<file path="src/rtl/twi_pkg.sv">
`timescale 1ns/1ps
package twi_pkg;
  typedef enum logic [3:0] {
    ST_IDLE,
    ST_DEV,
    ST_DEV_ACK,
    ST_WADR,
    ST_WADR_ACK,
    ST_WDAT,
    ST_WPUT,
    ST_WDAT_ACK,
    ST_RREQ,
    ST_RLOAD,
    ST_RDAT,
    ST_RACK
  } twi_state_e;
endpackage

</file>
<file path="src/rtl/twi_bus_sync.sv">
`timescale 1ns/1ps
module twi_bus_sync (
  input  logic clk,
  input  logic rst_n,
  input  logic scl_i,
  input  logic sda_i,
  output logic scl_o,
  output logic sda_o,
  output logic scl_rise_o,
  output logic scl_fall_o,
  output logic start_o,
  output logic stop_o
);
  logic scl_m, scl_s, scl_d;
  logic sda_m, sda_s, sda_d;

  // two-flop synchronizers plus one history stage; bus idles high
  always_ff @(posedge clk or negedge rst_n) begin
    if (!rst_n) begin
      scl_m <= 1'b1;
      scl_s <= 1'b1;
      scl_d <= 1'b1;
      sda_m <= 1'b1;
      sda_s <= 1'b1;
      sda_d <= 1'b1;
    end else begin
      scl_m <= scl_i;
      scl_s <= scl_m;
      scl_d <= scl_s;
      sda_m <= sda_i;
      sda_s <= sda_m;
      sda_d <= sda_s;
    end
  end

  assign scl_o      = scl_s;
  assign sda_o      = sda_s;
  assign scl_rise_o = scl_s & ~scl_d;
  assign scl_fall_o = ~scl_s & scl_d;
  assign start_o    = scl_s & scl_d & sda_d & ~sda_s;
  assign stop_o     = scl_s & scl_d & ~sda_d & sda_s;
endmodule

</file>
<file path="src/rtl/twi_dev_match.sv">
`timescale 1ns/1ps
module twi_dev_match #(
  parameter logic [3:0] DEV_ID    = 4'hA,
  parameter int         PAGE_BITS = 1,
  parameter int         AW        = 9
) (
  input  logic [7:0]    hdr_i,
  input  logic [2:0]    sel_i,
  output logic          hit_o,
  output logic [AW-1:0] page_o
);
  generate
    if (PAGE_BITS == 0) begin : g_nopage
      assign hit_o  = (hdr_i[7:4] == DEV_ID) && (hdr_i[3:1] == sel_i);
      assign page_o = '0;
    end else if (PAGE_BITS >= 3) begin : g_allpage
      logic unused_sel;
      assign unused_sel = ^sel_i;
      assign hit_o  = (hdr_i[7:4] == DEV_ID);
      assign page_o = {hdr_i[3:1], 8'h00};
    end else begin : g_mixed
      logic unused_sel_lo;
      assign unused_sel_lo = ^sel_i[PAGE_BITS-1:0];
      assign hit_o  = (hdr_i[7:4] == DEV_ID) &&
                      (hdr_i[3:PAGE_BITS+1] == sel_i[2:PAGE_BITS]);
      assign page_o = {hdr_i[PAGE_BITS:1], 8'h00};
    end
  endgenerate
endmodule

</file>
<file path="src/rtl/twi_addr_ctr.sv">
`timescale 1ns/1ps
module twi_addr_ctr #(
  parameter int AW = 9
) (
  input  logic          clk,
  input  logic          rst_n,
  input  logic          load_i,
  input  logic [AW-1:0] load_val_i,
  input  logic          inc_i,
  output logic [AW-1:0] cnt_o
);
  logic [AW-1:0] cnt_q, cnt_d;
  logic          cnt_en;

  assign cnt_en = load_i | inc_i;

  // power-of-two depth: natural overflow wraps to zero
  always_comb begin
    if (load_i) cnt_d = load_val_i;
    else        cnt_d = cnt_q + 1'b1;
  end

  always_ff @(posedge clk or negedge rst_n) begin
    if (!rst_n)      cnt_q <= '0;
    else if (cnt_en) cnt_q <= cnt_d;
  end

  assign cnt_o = cnt_q;
endmodule

</file>
<file path="src/rtl/twi_eeprom_target.sv">
`timescale 1ns/1ps
module twi_eeprom_target
  import twi_pkg::*;
#(
  parameter int         MEM_BYTES = 512,
  parameter logic [3:0] DEV_ID    = 4'hA
) (
  input  logic                         clk,
  input  logic                         rst_n,
  input  logic                         scl_i,
  input  logic                         sda_i,
  output logic                         sda_oe_o,
  input  logic [2:0]                   chip_sel_i,
  input  logic                         busy_i,
  output logic [$clog2(MEM_BYTES)-1:0] mem_addr_o,
  output logic                         mem_rd_o,
  input  logic [7:0]                   mem_rdata_i,
  output logic                         mem_we_o,
  output logic [7:0]                   mem_wdata_o
);
  localparam int AW        = $clog2(MEM_BYTES);
  localparam int PAGE_BITS = AW - 8;

  // reset: asserted asynchronously, released on the clock
  logic [1:0] rst_pipe;
  logic       rst_ni;
  always_ff @(posedge clk or negedge rst_n) begin
    if (!rst_n) rst_pipe <= 2'b00;
    else        rst_pipe <= {rst_pipe[0], 1'b1};
  end
  assign rst_ni = rst_pipe[1];

  logic scl_s, sda_s, scl_rise, scl_fall, start, stop;

  twi_bus_sync u_sync (
    .clk        (clk),
    .rst_n      (rst_ni),
    .scl_i      (scl_i),
    .sda_i      (sda_i),
    .scl_o      (scl_s),
    .sda_o      (sda_s),
    .scl_rise_o (scl_rise),
    .scl_fall_o (scl_fall),
    .start_o    (start),
    .stop_o     (stop)
  );

  twi_state_e    state_q, state_d;
  logic [3:0]    bcnt_q, bcnt_d;
  logic [7:0]    shreg_q, shreg_d;
  logic          oe_q, oe_d;
  logic          rw_q, rw_d;
  logic          mack_q, mack_d;
  logic [AW-1:0] page_q, page_d;
  logic          hit;
  logic [AW-1:0] page_hdr;
  logic          ctr_load, ctr_inc;
  logic [AW-1:0] ctr;

  twi_dev_match #(
    .DEV_ID    (DEV_ID),
    .PAGE_BITS (PAGE_BITS),
    .AW        (AW)
  ) u_match (
    .hdr_i  (shreg_q),
    .sel_i  (chip_sel_i),
    .hit_o  (hit),
    .page_o (page_hdr)
  );

  twi_addr_ctr #(.AW(AW)) u_ctr (
    .clk        (clk),
    .rst_n      (rst_ni),
    .load_i     (ctr_load),
    .load_val_i (page_q | AW'(shreg_q)),
    .inc_i      (ctr_inc),
    .cnt_o      (ctr)
  );

  always_comb begin
    state_d  = state_q;
    bcnt_d   = bcnt_q;
    shreg_d  = shreg_q;
    oe_d     = oe_q;
    rw_d     = rw_q;
    mack_d   = mack_q;
    page_d   = page_q;
    ctr_load = 1'b0;
    ctr_inc  = 1'b0;
    if (start) begin
      state_d = ST_DEV;
      bcnt_d  = 4'd0;
      oe_d    = 1'b0;
    end else if (stop) begin
      state_d = ST_IDLE;
      oe_d    = 1'b0;
    end else begin
      case (state_q)
        ST_IDLE: ;
        ST_DEV, ST_WADR, ST_WDAT: begin
          if (scl_rise && bcnt_q != 4'd8) begin
            shreg_d = {shreg_q[6:0], sda_s};
            bcnt_d  = bcnt_q + 4'd1;
          end else if (scl_fall && bcnt_q == 4'd8) begin
            if (state_q == ST_DEV) begin
              if (hit && !busy_i) begin
                state_d = ST_DEV_ACK;
                oe_d    = 1'b1;
                rw_d    = shreg_q[0];
                page_d  = page_hdr;
              end else begin
                state_d = ST_IDLE;
              end
            end else if (state_q == ST_WADR) begin
              state_d  = ST_WADR_ACK;
              oe_d     = 1'b1;
              ctr_load = 1'b1;
            end else begin
              state_d = ST_WPUT;
              oe_d    = 1'b1;
            end
          end
        end
        ST_WPUT: begin
          ctr_inc = 1'b1;
          state_d = ST_WDAT_ACK;
        end
        ST_DEV_ACK: begin
          if (scl_fall) begin
            oe_d    = 1'b0;
            bcnt_d  = 4'd0;
            state_d = rw_q ? ST_RREQ : ST_WADR;
          end
        end
        ST_WADR_ACK, ST_WDAT_ACK: begin
          if (scl_fall) begin
            oe_d    = 1'b0;
            bcnt_d  = 4'd0;
            state_d = ST_WDAT;
          end
        end
        ST_RREQ: begin
          ctr_inc = 1'b1;
          state_d = ST_RLOAD;
        end
        ST_RLOAD: begin
          shreg_d = mem_rdata_i;
          oe_d    = ~mem_rdata_i[7];
          bcnt_d  = 4'd0;
          state_d = ST_RDAT;
        end
        ST_RDAT: begin
          if (scl_rise) begin
            bcnt_d = bcnt_q + 4'd1;
          end else if (scl_fall) begin
            if (bcnt_q == 4'd8) begin
              oe_d    = 1'b0;
              state_d = ST_RACK;
            end else begin
              oe_d    = ~shreg_q[6];
              shreg_d = {shreg_q[6:0], 1'b0};
            end
          end
        end
        ST_RACK: begin
          if (scl_rise)      mack_d  = ~sda_s;
          else if (scl_fall) state_d = mack_q ? ST_RREQ : ST_IDLE;
        end
        default: state_d = ST_IDLE;
      endcase
    end
  end

  always_ff @(posedge clk or negedge rst_ni) begin
    if (!rst_ni) begin
      state_q <= ST_IDLE;
      bcnt_q  <= 4'd0;
      shreg_q <= 8'h00;
      oe_q    <= 1'b0;
      rw_q    <= 1'b0;
      mack_q  <= 1'b0;
      page_q  <= '0;
    end else begin
      state_q <= state_d;
      bcnt_q  <= bcnt_d;
      shreg_q <= shreg_d;
      oe_q    <= oe_d;
      rw_q    <= rw_d;
      mack_q  <= mack_d;
      page_q  <= page_d;
    end
  end

  assign sda_oe_o    = oe_q;
  assign mem_addr_o  = ctr;
  assign mem_rd_o    = (state_q == ST_RREQ);
  assign mem_we_o    = (state_q == ST_WPUT);
  assign mem_wdata_o = shreg_q;
endmodule

</file>
<file path="config.mk">
export PLATFORM = sky130hd
export DESIGN_NAME = twi_eeprom_target
export DESIGN_NICKNAME = d
export VERILOG_FILES = /design/src/rtl/twi_pkg.sv /design/src/rtl/twi_bus_sync.sv /design/src/rtl/twi_dev_match.sv /design/src/rtl/twi_addr_ctr.sv /design/src/rtl/twi_eeprom_target.sv
export SDC_FILE = /design/constraint.sdc
export NUM_CORES = 1
export LEC_CHECK = 0
export ABC_AREA = 1
export BUFFER_PORTS_ARGS = -buffer_cell sky130_fd_sc_hd__clkbuf_2
export CORE_ASPECT_RATIO = 1.2
export CORE_MARGIN = 2
export CORE_UTILIZATION = 30
export DETAILED_ROUTE_END_ITERATION = 10
export PLACE_DENSITY = 0.48
export SYNTH_ARGS = -nofsm -noshare
export SYNTH_HDL_FRONTEND = slang
export SYNTH_HIERARCHICAL = 1
export SYNTH_SLANG_ARGS = --single-unit
export TNS_END_PERCENT = 100
</file>
<file path="constraint.sdc">
create_clock -name clk -period 2.24 [get_ports clk]
set_input_delay 0.448 -clock clk [delete_from_list [all_inputs] [get_ports clk]]
set_output_delay 0.448 -clock clk [all_outputs]
set_load 0.005 [all_outputs]
</file>
==> key figures <==
Logic synthesis
  • Post-Synth XOR/XNOR Area: 1.26%
  • Synth top area share: 35.2%
  • Number of synthesis warnings: 6
  • Asr flop ratio synth: 100%
  • Synthesized flop and latch total: 45
  • EDFF count, synth: 0
  • Netlist cell types: 35
  • Adder-cell share of the synthesized area: 1.36%
  • Dominant cell type by area after synthesis: dfrtp_1
  • Post-synthesis sequential area ratio: 40.9%
  • Top-count cell post-synth: nand2_1
  • Synth area leaders: dfrtp_1, nand2_1, inv_1
  • Most used DFF post-synth: dfrtp_1
  • Post-synthesis area per instance: 7.53 µm²
  • Compound-cell area share of the yosys netlist: 11.2%
  • Gate Count Post-Synth: 368
  • Multiplexer share of the synthesized area: 0%
  • Simple-gate share of the synthesized area: 34.0%
  • Cell Area, Synth: 2770 µm²
  • Largest family of logic cells by synthesized area: simple AND/OR/NAND/NOR gates
  • Top cells by count, synth: nand2_1, inv_1, dfrtp_1

Power and ir drop
  • Clk pwr share: 26.2%
  • Power Internal: 1800 µW
  • Total Power: 2880 µW
  • Switching Power: 1080 µW
  • PD cells: 906 nW/µm²
  • Pleak: 0.00159 µW
  • Sw frac: 37.6%
  • Maximum vdd drop: 0.000473 V
  • Seq pwr share: 38.8%
  • Combinational fraction of design power: 35.0%

Cells and area
  • Layout net count: 427
  • Fillers: 980
  • Design area: 3180 µm²
  • Sequential Area: 1130 µm²
  • Ant diodes: 0
  • Area growth, synth to finish: 14.9%
  • Layout cell share with drive strength beyond 1: 23.0%
  • Multi-input gate area: 1360 µm²

Critical path
  • Worst setup SP type: register
  • Crit-path most repeated cell: nand2_1
  • CP Cell Sequence: nand2_1, nor2_1, nor2_8, inv_1, nor4_2, buf_4, nor2_4, nand2_1, o21ai_1
  • Slowest-stage cell, CP: dfstp_2
  • Worst-path fanout max: 11
  • Worst EP required: 2.48 ns
  • CP bufs+invs: 2
  • CP top delay family: simple AND/OR/NAND/NOR gates
  • WS Path Type: reg -> reg
  • Max incr delay on CP: 0.56 ns
  • Critical Path AT: 2.19 ns
  • CP endpoint kind: register

STA
  • Setup TNS: 0 ns
  • Slew Viols, Final: 0
  • Achievable Freq: 513 MHz
  • Slew @ Worst Pin: 0.632 ns
  • Endpoints failing hold: 0
  • Final setup vio count: 0
  • Slew HR: 57.9%
  • Final clock skew: 0.0134 ns
  • Tmin final: 1.95 ns
  • Final Cycle Share: 87.0%
  • RSZ-0062 raised after global routing: false

Drt
  • WL per Instance: 12.2 µm
  • Via count: 2334
  • Final antenna-violating net count: 0
  • Drt total wl: 6460 µm
  • Initial DRC count: 142
  • 1st-pass router iterations: 4
  • DRC: 0
  • Via-to-Cell Ratio: 4.41

Flow run
  • Max_cap viols: 0

Worst hold path
  • Tightest Hold Check Type: in -> reg

Floorplanning
  • Core area: 9030 µm²
  • Die Span X: 91.7 µm
  • I/O pins: 36
  • Starting Density: 30.7%
  • Die Area: 10000 µm²
  • Rows: 38
  • Chip height: 109 µm

Status
  • Status: completed

Clock network
  • CTS Buffer Depth: 2
  • Clock-pin slew on the worst setup and hold paths: 0.10 ns
  • Worst-skew pair later-pin latency: 0.31 ns
  • Max H-tree Level: 2
  • CTS tree: done
  • Cts bufs inserted: 5
  • Cts repair resizes: 0
  • CTS Sinks: 45
  • Clk root buf: clkbuf_8

Global route
  • Grt total ovfl: 0
  • Initial antenna violation count: 0
  • Vias in the first global route: 2166
  • All-layer global routing usage: 13.7%
  • Global-route wire length before repair: 10800 µm
  • Largest net degree at the start of global routing: 29

Place
  • Placer congestion estimate: 0.848
  • Port Buf Inserts: 34
  • DP Wirelength: 4970 µm
  • Placed Instance Area: 3040 µm²
-- worst register-to-register path: cells and delay by family, from the launching register on --
kind                   cells  cell delay [ns]
AOI/OAI and AO/OA          1             0.13
buffers and inverters      2             0.35
and+or+nand+nor            6             0.85
DFF                        1             0.56
-- cell families after synthesis --
group,count (synthesis)
adder cells (fa/ha/maj),3
other,2
XOR/XNOR,4
AND/OR/NAND/NOR,206
flip-flops,45
AO/OA/AOI/OAI,47
buffers and inverters,61
-- layer usage --
| layer | GRT usage, % | vias to the layer above | routed length [µm] |
|---|---|---|---|
| li1 | - | 1229 | - |
| met1 | 17.8 | 1064 | 3090 |
| met2 | 23.2 | 36 | 3080 |
| met3 | 2.56 | 5 | 208 |
| met4 | 4.16 | 0 | 82 |
| met5 | 0 | - | 0 |
-- through the flow --
stage          hold slack [ns]  util, %  setup slack (ns)  cells
2_1_floorplan            0.152        -            0.0885    375
3_3_place_gp             0.233     33.6             0.290    520
3_5_place_dp             0.238     33.6             0.263    520
4_1_cts                  0.205     35.2             0.269    529
5_1_grt                  0.205     35.2             0.130    529
6_report                 0.220     35.2             0.292    529
-- power by group through the flow --
stage | Combinational [µW] | Clock (µW) | Sequential (µW)
after floorplan | 805 | 0 | 1090
after global placement | 1020 | 0 | 1140
after detailed placement | 1020 | 0 | 1140
after CTS | 1020 | 791 | 1130
after global routing | 1170 | 825 | 1150
final | 1010 | 757 | 1120
-- final timing paths --
| kind | startpoint | endpoint | slack (ns) | cells past startpoint |
|---|---|---|---|---|
| max | u_sync/scl_o | u_ctr/cnt_o[2] | 0.29 | 9 |
| min | scl_i | u_sync/scl_m | 0.22 | 1 |
| max reg2reg | u_sync/scl_o | u_ctr/cnt_o[2] | 0.29 | 9 |
| min reg2reg | rst_pipe[1] | page_q[2] | 0.28 | 0 |
| max in group asynchronous | rst_pipe[1] | mem_wdata_o[4] | 1.37 | 1 |
| min in group asynchronous | rst_pipe[1] | page_q[2] | 0.28 | 0 |
-- flip-flops by register name, indices dropped and copies added, names as in the netlist --
name / flops
mack_q: 1
u_sync/scl_d: 1
state_q: 4
u_sync/sda_o: 1
u_sync/sda_d: 1
u_sync/scl_o: 1
page_q: 9
mem_wdata_o: 8
bcnt_q: 4
u_ctr/cnt_o: 9
rw_q: 1
u_sync/scl_m: 1
u_sync/sda_m: 1
rst_pipe: 2
sda_oe_o: 1
-- area by class of cell --
class                   instances  share of cell area, %
well taps                     120                   4.72
multi-input cells             269                   42.8
clock buffers                   5                   2.16
repair buffers                 41                   7.08
inverters                      46                   5.42
flip-flops and latches         45                   35.7
clock inverters                 3                   2.16
-- cells in the final DEF (no fill, tap or decap), types with 8 or more instances in the layout --
master    instances
dfrtp_1          38
nand2_1         111
nor2_1           30
conb_1            9
clkbuf_2         34
or2_2             8
o21ai_2          10
inv_1            43
o21ai_1          10
nand3_1          29
o21ai_0          10
-- what timing repair did --
item / CTS / global route
hold endpoints to repair: 2 / 0
setup endpoints to repair: 0 / 0
hold buffers: 1 / 0
buffers inserted: 0 / 0
Power figures use the tool's default switching activity.
